==> config.mk <==
export PLATFORM = sky130hd
export DESIGN_NAME = cell_tx_mux
export DESIGN_NICKNAME = d
export VERILOG_FILES = /design/src/rtl/cell_mux_pkg.sv /design/src/rtl/cell_mux_arb.sv /design/src/rtl/cell_mux_seq.sv /design/src/rtl/cell_mux_out.sv /design/src/rtl/cell_tx_mux.sv
export SDC_FILE = /design/constraint.sdc
export NUM_CORES = 1
export LEC_CHECK = 0
export ABC_AREA = 1
export CORE_ASPECT_RATIO = 0.7
export CORE_MARGIN = 2
export CORE_UTILIZATION = 28
export CTS_CLUSTER_DIAMETER = 120
export DETAILED_ROUTE_END_ITERATION = 8
export PLACE_DENSITY = 0.59
export SYNTH_ARGS = -nofsm -noshare
export SYNTH_HDL_FRONTEND = slang
export SYNTH_HIERARCHICAL = 1
export SYNTH_SLANG_ARGS = --single-unit
export TNS_END_PERCENT = 5
==> constraint.sdc <==
create_clock -name clk -period 2.7 [get_ports clk]
set_input_delay 0.54 -clock clk [delete_from_list [all_inputs] [get_ports clk]]
set_output_delay 0.54 -clock clk [all_outputs]
set_load 0.02 [all_outputs]
==> src/rtl/cell_mux_pkg.sv <==
package cell_mux_pkg;
  typedef enum logic {SRC_INT = 1'b0, SRC_SEC = 1'b1} src_e;
  localparam int NUM_SRC = 2;
endpackage

==> src/rtl/cell_mux_arb.sv <==
module cell_mux_arb
  import cell_mux_pkg::*;
(
  input  logic clk,
  input  logic rst_n,
  input  logic strict_prio,
  input  logic req_int,
  input  logic req_sec,
  input  logic take,
  output logic any_req,
  output src_e win_src
);
  src_e last_win;

  always_comb begin
    any_req = req_int | req_sec;
    if (strict_prio) begin
      win_src = req_int ? SRC_INT : SRC_SEC;
    end else if (req_int && req_sec) begin
      win_src = (last_win == SRC_INT) ? SRC_SEC : SRC_INT;
    end else begin
      win_src = req_int ? SRC_INT : SRC_SEC;
    end
  end

  // reset value makes the first tie go to the internal source
  always_ff @(posedge clk or negedge rst_n) begin
    if (!rst_n)    last_win <= SRC_SEC;
    else if (take) last_win <= win_src;
  end
endmodule

==> src/rtl/cell_mux_seq.sv <==
module cell_mux_seq
  import cell_mux_pkg::*;
#(
  parameter int CELL_BYTES = 53
) (
  input  logic clk,
  input  logic rst_n,
  input  logic start,
  input  src_e start_src,
  input  logic beat,
  output logic busy,
  output src_e owner,
  output logic first
);
  localparam int CW = $clog2(CELL_BYTES + 1);
  localparam logic [CW-1:0] LAST = CW'(CELL_BYTES - 1);

  logic [CW-1:0] cnt;

  assign first = (cnt == '0);

  always_ff @(posedge clk or negedge rst_n) begin
    if (!rst_n) begin
      busy  <= 1'b0;
      owner <= SRC_INT;
      cnt   <= '0;
    end else if (!busy) begin
      if (start) begin
        busy  <= 1'b1;
        owner <= start_src;
      end
    end else if (beat) begin
      if (cnt == LAST) begin
        busy <= 1'b0;
        cnt  <= '0;
      end else begin
        cnt <= cnt + 1'b1;
      end
    end
  end
endmodule

==> src/rtl/cell_mux_out.sv <==
module cell_mux_out #(
  parameter int DATA_W = 8
) (
  input  logic              clk,
  input  logic              rst_n,
  input  logic              beat,
  input  logic              first,
  input  logic [DATA_W-1:0] din,
  output logic [DATA_W-1:0] tx_data,
  output logic              tx_soc,
  output logic              tx_enb
);
  always_ff @(posedge clk or negedge rst_n) begin
    if (!rst_n) begin
      tx_data <= '0;
      tx_soc  <= 1'b0;
      tx_enb  <= 1'b0;
    end else begin
      tx_enb <= beat;
      tx_soc <= beat & first;
      if (beat) tx_data <= din;
    end
  end
endmodule

==> src/rtl/cell_tx_mux.sv <==
module cell_tx_mux
  import cell_mux_pkg::*;
#(
  parameter int DATA_W     = 8,
  parameter int CELL_BYTES = 53
) (
  input  logic              clk,
  input  logic              rst_n,
  input  logic              strict_prio,
  input  logic [DATA_W-1:0] int_data,
  input  logic              int_soc,
  input  logic              int_valid,
  output logic              int_ready,
  input  logic [DATA_W-1:0] sec_data,
  input  logic              sec_soc,
  input  logic              sec_valid,
  output logic              sec_ready,
  input  logic              tx_clav,
  output logic [DATA_W-1:0] tx_data,
  output logic              tx_soc,
  output logic              tx_enb
);
  logic [NUM_SRC-1:0]             s_valid, s_soc, s_ready, s_req;
  logic [NUM_SRC-1:0][DATA_W-1:0] s_data;
  logic busy, first, any_req, take, beat;
  src_e owner, win_src;

  assign s_valid = {sec_valid, int_valid};
  assign s_soc   = {sec_soc, int_soc};
  assign s_data  = {sec_data, int_data};

  for (genvar g = 0; g < NUM_SRC; g++) begin : g_src
    assign s_req[g]   = s_valid[g] & s_soc[g];
    assign s_ready[g] = busy & (owner == src_e'(g));
  end

  assign int_ready = s_ready[SRC_INT];
  assign sec_ready = s_ready[SRC_SEC];
  assign take      = ~busy & tx_clav & any_req;
  assign beat      = |(s_ready & s_valid);

  cell_mux_arb i_arb (
    .clk(clk), .rst_n(rst_n), .strict_prio(strict_prio),
    .req_int(s_req[SRC_INT]), .req_sec(s_req[SRC_SEC]),
    .take(take), .any_req(any_req), .win_src(win_src)
  );

  cell_mux_seq #(.CELL_BYTES(CELL_BYTES)) i_seq (
    .clk(clk), .rst_n(rst_n), .start(take), .start_src(win_src),
    .beat(beat), .busy(busy), .owner(owner), .first(first)
  );

  cell_mux_out #(.DATA_W(DATA_W)) i_out (
    .clk(clk), .rst_n(rst_n), .beat(beat), .first(first),
    .din(s_data[owner]), .tx_data(tx_data), .tx_soc(tx_soc), .tx_enb(tx_enb)
  );
endmodule

======== After elaboration in Yosys (flattened, before gate mapping) ========
Index checks and enable logic that the tools add are counted.
word-level totals
  register bits ........................... 19
  logic and storage cells ................. 37
cells by class
  add/subtract/negate cells ............... 1
  order comparisons ....................... 1
  eq/ne operators ......................... 1
  muxes and demuxes ....................... 11
  bitwise logic cells ..................... 11
  reduce and logical (&&, ||, !) cells .... 5
operators with widths
  cell                 count
  $mux 8               2
  $mux 1               8
  $and 1x1->1          7
  $add 6x1->6 const B  1
  $eq 6x6->1 const B   1
  $logic_not 6->1      1
  $mux 6               1
  $reduce_and 2->1     2
  $and 2x2->2          1
  $lt 1x2->1 const B   1
  $not 1->1            2
  $reduce_or 2->1      1
  $logic_and 1x1->1    1
  $or 1x1->1           1

======== Depth between registers and ports, before layout ========
  depth in word-level cells ............... 6
  gate-level depth with buffers ........... 9

======== Hierarchy ========
Netlist, hierarchy kept.
by module, submodules not included
  module        instances  cells an instance  area each (um^2)  sequential area each (um^2)
  cell_mux_seq  1          59                 456.7             200.2
  cell_mux_out  1          38                 362.8             250.2
  cell_tx_mux   1          39                 156.4             0.0
  cell_mux_arb  1          9                  65.1              26.3

======== Least setup slack after synthesis ========
OpenSTA, ideal clock, no wires.
  path type ............................... reg2out
  from .................................... reg i_seq.owner
  to ...................................... out int_ready
  arrival ................................. 0.839 ns
  required time ........................... 2.160 ns
  path slack .............................. 1.321 ns
  cell stages (with the launch flop) ...... 3
  buffers on the path ..................... 1
  path through ............................ dfrtp_1 > buf_6 > nor2_1
between the ends
  longest elaborated chain between the ends .. 2
ends and longest elaborated chain
  item                    RTL line            source
  start, declared         cell_mux_seq.sv:12  output src_e owner,
  start signal, assigned  cell_mux_seq.sv:30  owner <= start_src;
  $not 1->1               cell_tx_mux.sv:34   assign s_ready[g] = busy & (owner == src_e'(g));
  $and 1x1->1             cell_tx_mux.sv:34
  end, declared           cell_tx_mux.sv:13   output logic int_ready,
No other way between the ends.

======== Worst setup path in the final report ========
  from .................................... reg i_seq.owner
  to ...................................... out sec_ready
between the ends
  longest elaborated chain between the ends .. 1
ends and longest elaborated chain
  item           RTL line           source
  $and 1x1->1    cell_tx_mux.sv:34
  end, declared  cell_tx_mux.sv:17  output logic sec_ready,
No other way between the ends.

==> run summary <==
In the routed layout, each cell is associated on average with a via count of 4.27. Synthesis produced a netlist whose cell count is 145. The length of the first detailed-routing pass in iterations is 4.

The signal on the critical path passes through nand2_1 -> inv_1 -> clkdlybuf4s50_1. In this run the vertical extent of the chip is 55.0 um. The worst register-to-register path ends at i_seq/cnt[5].

The tools report the post-synthesis net count as 171. The beginning of the critical path is i_seq/owner. For the pin with the worst max-slew slack, the measured transition is 417 ps.

By startpoint and endpoint, the worst setup path is classified as reg2out. Chip width: 76.9 um. For the worst setup path, the data required time is 2160 ps. Clock skew on the completed layout was measured at 3.54 ps. The area taken by flip-flops and latches is 477 um^2, and the multi-input combinational cell area is 463 um^2. The buffer cell driving the clock tree root was sky130_fd_sc_hd__clkbuf_8.

The top cell type's share of synthesized area is 0.433. The share of synthesized flip-flops with an asynchronous set or reset was 1.00. For the via count, the log shows 999. On the worst path, the slowest cell contributes a delay of 600 ps. The post-route cell area came out at 1490 um^2. Count of antenna-violating nets left after detailed routing: 0. The run gives 0 as the number of design rule violations left after detail routing. For the number of top-level pins, the log shows 36. For the finished layout, the period the worst path requires is 2150 ps. The portion of the clock cycle consumed by the worst path in the final layout works out to 0.795. The logs give 0 for the quantity of gates resized following cts and 1880 um for the sum of net half-perimeters after detailed placement. Data on the critical path arrives at its endpoint at 1610 ps.

The area growth from synthesis to layout is 43.4%, and the total setup violations reported at the end of the flow is 0. The worst setup path is launched from a flop. Slowest cell on the critical path: sky130_fd_sc_hd__dfrtp_1. For the global placement routability congestion, the log shows 0.743.

The worst hold path belongs to the class reg2reg. Entering global routing, the biggest net connects 20 pins. Fill cell instance count of the final layout: 350. Counting the buffers created by CTS gives 3. The clock transition at the register clock pins on the worst setup and hold paths after CTS is 70 ps, and the number of rows in the core area is 18. The final design utilization came out at 0.422. The number of antenna diodes in the final layout is 0. The first-pass GRT wire length is 4140 um. TritonCTS built the clock tree. For this run the aggregate overflow at the end of global routing stands at 0. The critical path ends at sec_ready. The deepest level of the CTS H-tree is 1. After synthesis, the netlist uses 22 different library cells.

By area the synthesized netlist is led by sky130_fd_sc_hd__dfrtp_1 (43%), sky130_fd_sc_hd__nand2_1 (25%), sky130_fd_sc_hd__inv_1 (6.5%). The tools report the initial antenna violation count as 0. After floorplanning, the core was sized to cover 3540 um^2. The starting density of the core was 0.294; the number of enable flip-flop cells after synthesis was 0. Post-route setup TNS: 0 ps. The run gives 2490 um as the final wirelength. The analysis attributes to cell leakage a power of 0.794 nW. The proportion of layout cells with a drive suffix above 1 was 0.0924. In this run the worst path has a maximum fanout of 13. After the last flow step, the layout net total stands at 211. The sequential area share after synthesis was 0.458. By instance count, the leading cell after synthesis is sky130_fd_sc_hd__nand2_1.

The tools report the overall routing resource usage as 0.126. For the worst-skew pair later-pin latency, the log shows 250 ps. In this run the tool buffered the top-level ports with 35 buffer cells. The cell count of the worst reg-to-reg path is 8, and the mean routed wirelength per cell is 10.6 um. In this run, the number of DRC markers left after iteration 0 of detailed routing was 79. For the post-CTS setup buffer count, the log shows 0. For the count of pins over their slew limit, the log shows 0.

For the total die area, the log shows 4230 um^2. The logs give 1450 um^2 for the placed instance area and 0 for the max-capacitance violation count. Setup repair after global routing left no endpoint under its margin. The tools report the number of global-route vias before repair as 926. The cell type with the highest aggregate area in the netlist was sky130_fd_sc_hd__dfrtp_1. The power density relative to cell area was 1030 nW/um^2. Clock sink count: 19. The commonest cells after synthesis are sky130_fd_sc_hd__nand2_1 (68), sky130_fd_sc_hd__dfrtp_1 (18), sky130_fd_sc_hd__inv_1 (18). Among all flip-flop cells after synthesis, the most frequent one is sky130_fd_sc_hd__dfrtp_1. For this run, the number of Yosys warnings is 6.

The max-slew headroom at the worst pin was 0.722; the synthesized flop and latch total was 19. The flow ran to the end, and the final reports show no timing, DRC or antenna violations. The area of the mapped netlist was 1040 um^2; the per-instance average area after synthesis was 7.18 um^2.

Once placement completed, the tool counted placed cells totaling 230. The minimum setup slack among reg-to-reg paths came out at 1110 ps. In this run the critical register-to-register path is launched from i_seq/owner. The logs give 0 for the count of endpoints failing hold in the final timing report and 0.327 mV for the maximum ir drop on the vdd rail.

For this design, the CTS-stage hold fixing added 0 buffers. Based on the critical path, the design can be clocked at up to 466 MHz. STA classifies the critical path endpoint as an output port.

In this run the deepest clock path goes through 2 buffers. Number of non-filler instances in the completed layout: 234.
==> per-stage QoR <==
step | total power [mW] | hold slack, ps | worst slack [ps]
after floorplan | 1.05 | 244 | 1320
after global placement | 1.34 | 452 | 847
after detailed placement | 1.36 | 459 | 805
after CTS | 1.56 | 476 | 536
after global routing | 1.68 | 507 | 433
final | 1.54 | 473 | 555
==> logic make-up (layout without fill, tap and decap cells) <==
group | count (synthesis) | after routing | share of synthesized area
xor gates and xnor gates | 1 | 1 | 0.00841
and+or+nand+nor | 94 | 94 | 0.380
AOI/OAI and AO/OA | 6 | 6 | 0.0324
buffers and inverters | 23 | 62 | 0.0973
DFF | 19 | 19 | 0.458
adders and majority gates | 2 | 2 | 0.0240
==> how the worst min path moves through the flow <==
stage	to	cells past startpoint	slack, ps	start
after detailed placement	i_out/tx_data[0]	2	460	i_out/tx_data[0]
after global placement	i_out/tx_data[2]	2	450	i_out/tx_data[2]
after CTS	i_out/tx_data[0]	2	480	i_out/tx_data[0]
after global routing	i_out/tx_data[0]	2	510	i_out/tx_data[0]
after floorplan	i_out/tx_data[0]	0	240	rst_n
final	i_out/tx_data[0]	2	470	i_out/tx_data[0]
==> worst max-delay path: cells and delay by family (launching register included) <==
family	cells	cell delay, ps
buffers and inverters	2	660
DFF	1	600
and+or+nand+nor	1	100
==> sequential cells by signal, summed over array words and instances, names as in the netlist <==
name,flops
i_out/tx_soc,1
i_out/tx_enb,1
i_out/tx_data,8
i_seq/cnt,6
i_arb/last_win,1
i_seq/owner,1
i_seq/busy,1
==> power by group <==
group	total [mW]	internal (mW)	switching, mW	leakage [nW]
Combinational	0.798	0.337	0.461	0.540
Clock	0.197	0.102	0.0941	0.0255
Sequential	0.548	0.420	0.128	0.228
==> cell usage in the layout, fill, tap and decap left out, drive strengths merged <==
cell,netlist,final
a21oi,2,2
a31oi,1,1
buf,2,2
clkbuf,0,3
clkdlybuf4s50,0,35
clkinv,0,1
dfrtp,18,18
dfstp,1,1
ha,2,2
inv,21,21
nand2,71,71
nand3,9,9
nand4,2,2
nor2,8,8
nor3,1,1
nor4,1,1
o21a,1,1
o21ai,2,2
or2,2,2
xnor2,1,1
==> per-layer routing <==
layer	track usage	routed length, um
met5	0	0
met4	0.0182	8
met3	0.0568	195
met2	0.234	1100
met1	0.141	1180
==> area by class of cell <==
type                    instances  share of cell area
clock inverters                 1             0.00335
flip-flops and latches         19               0.319
multi-input cells             103               0.310
well taps                      50              0.0419
repair buffers                 37               0.245
inverters                      21              0.0528
clock buffers                   3              0.0277
Note: power is estimated with default switching activity, not from simulation.
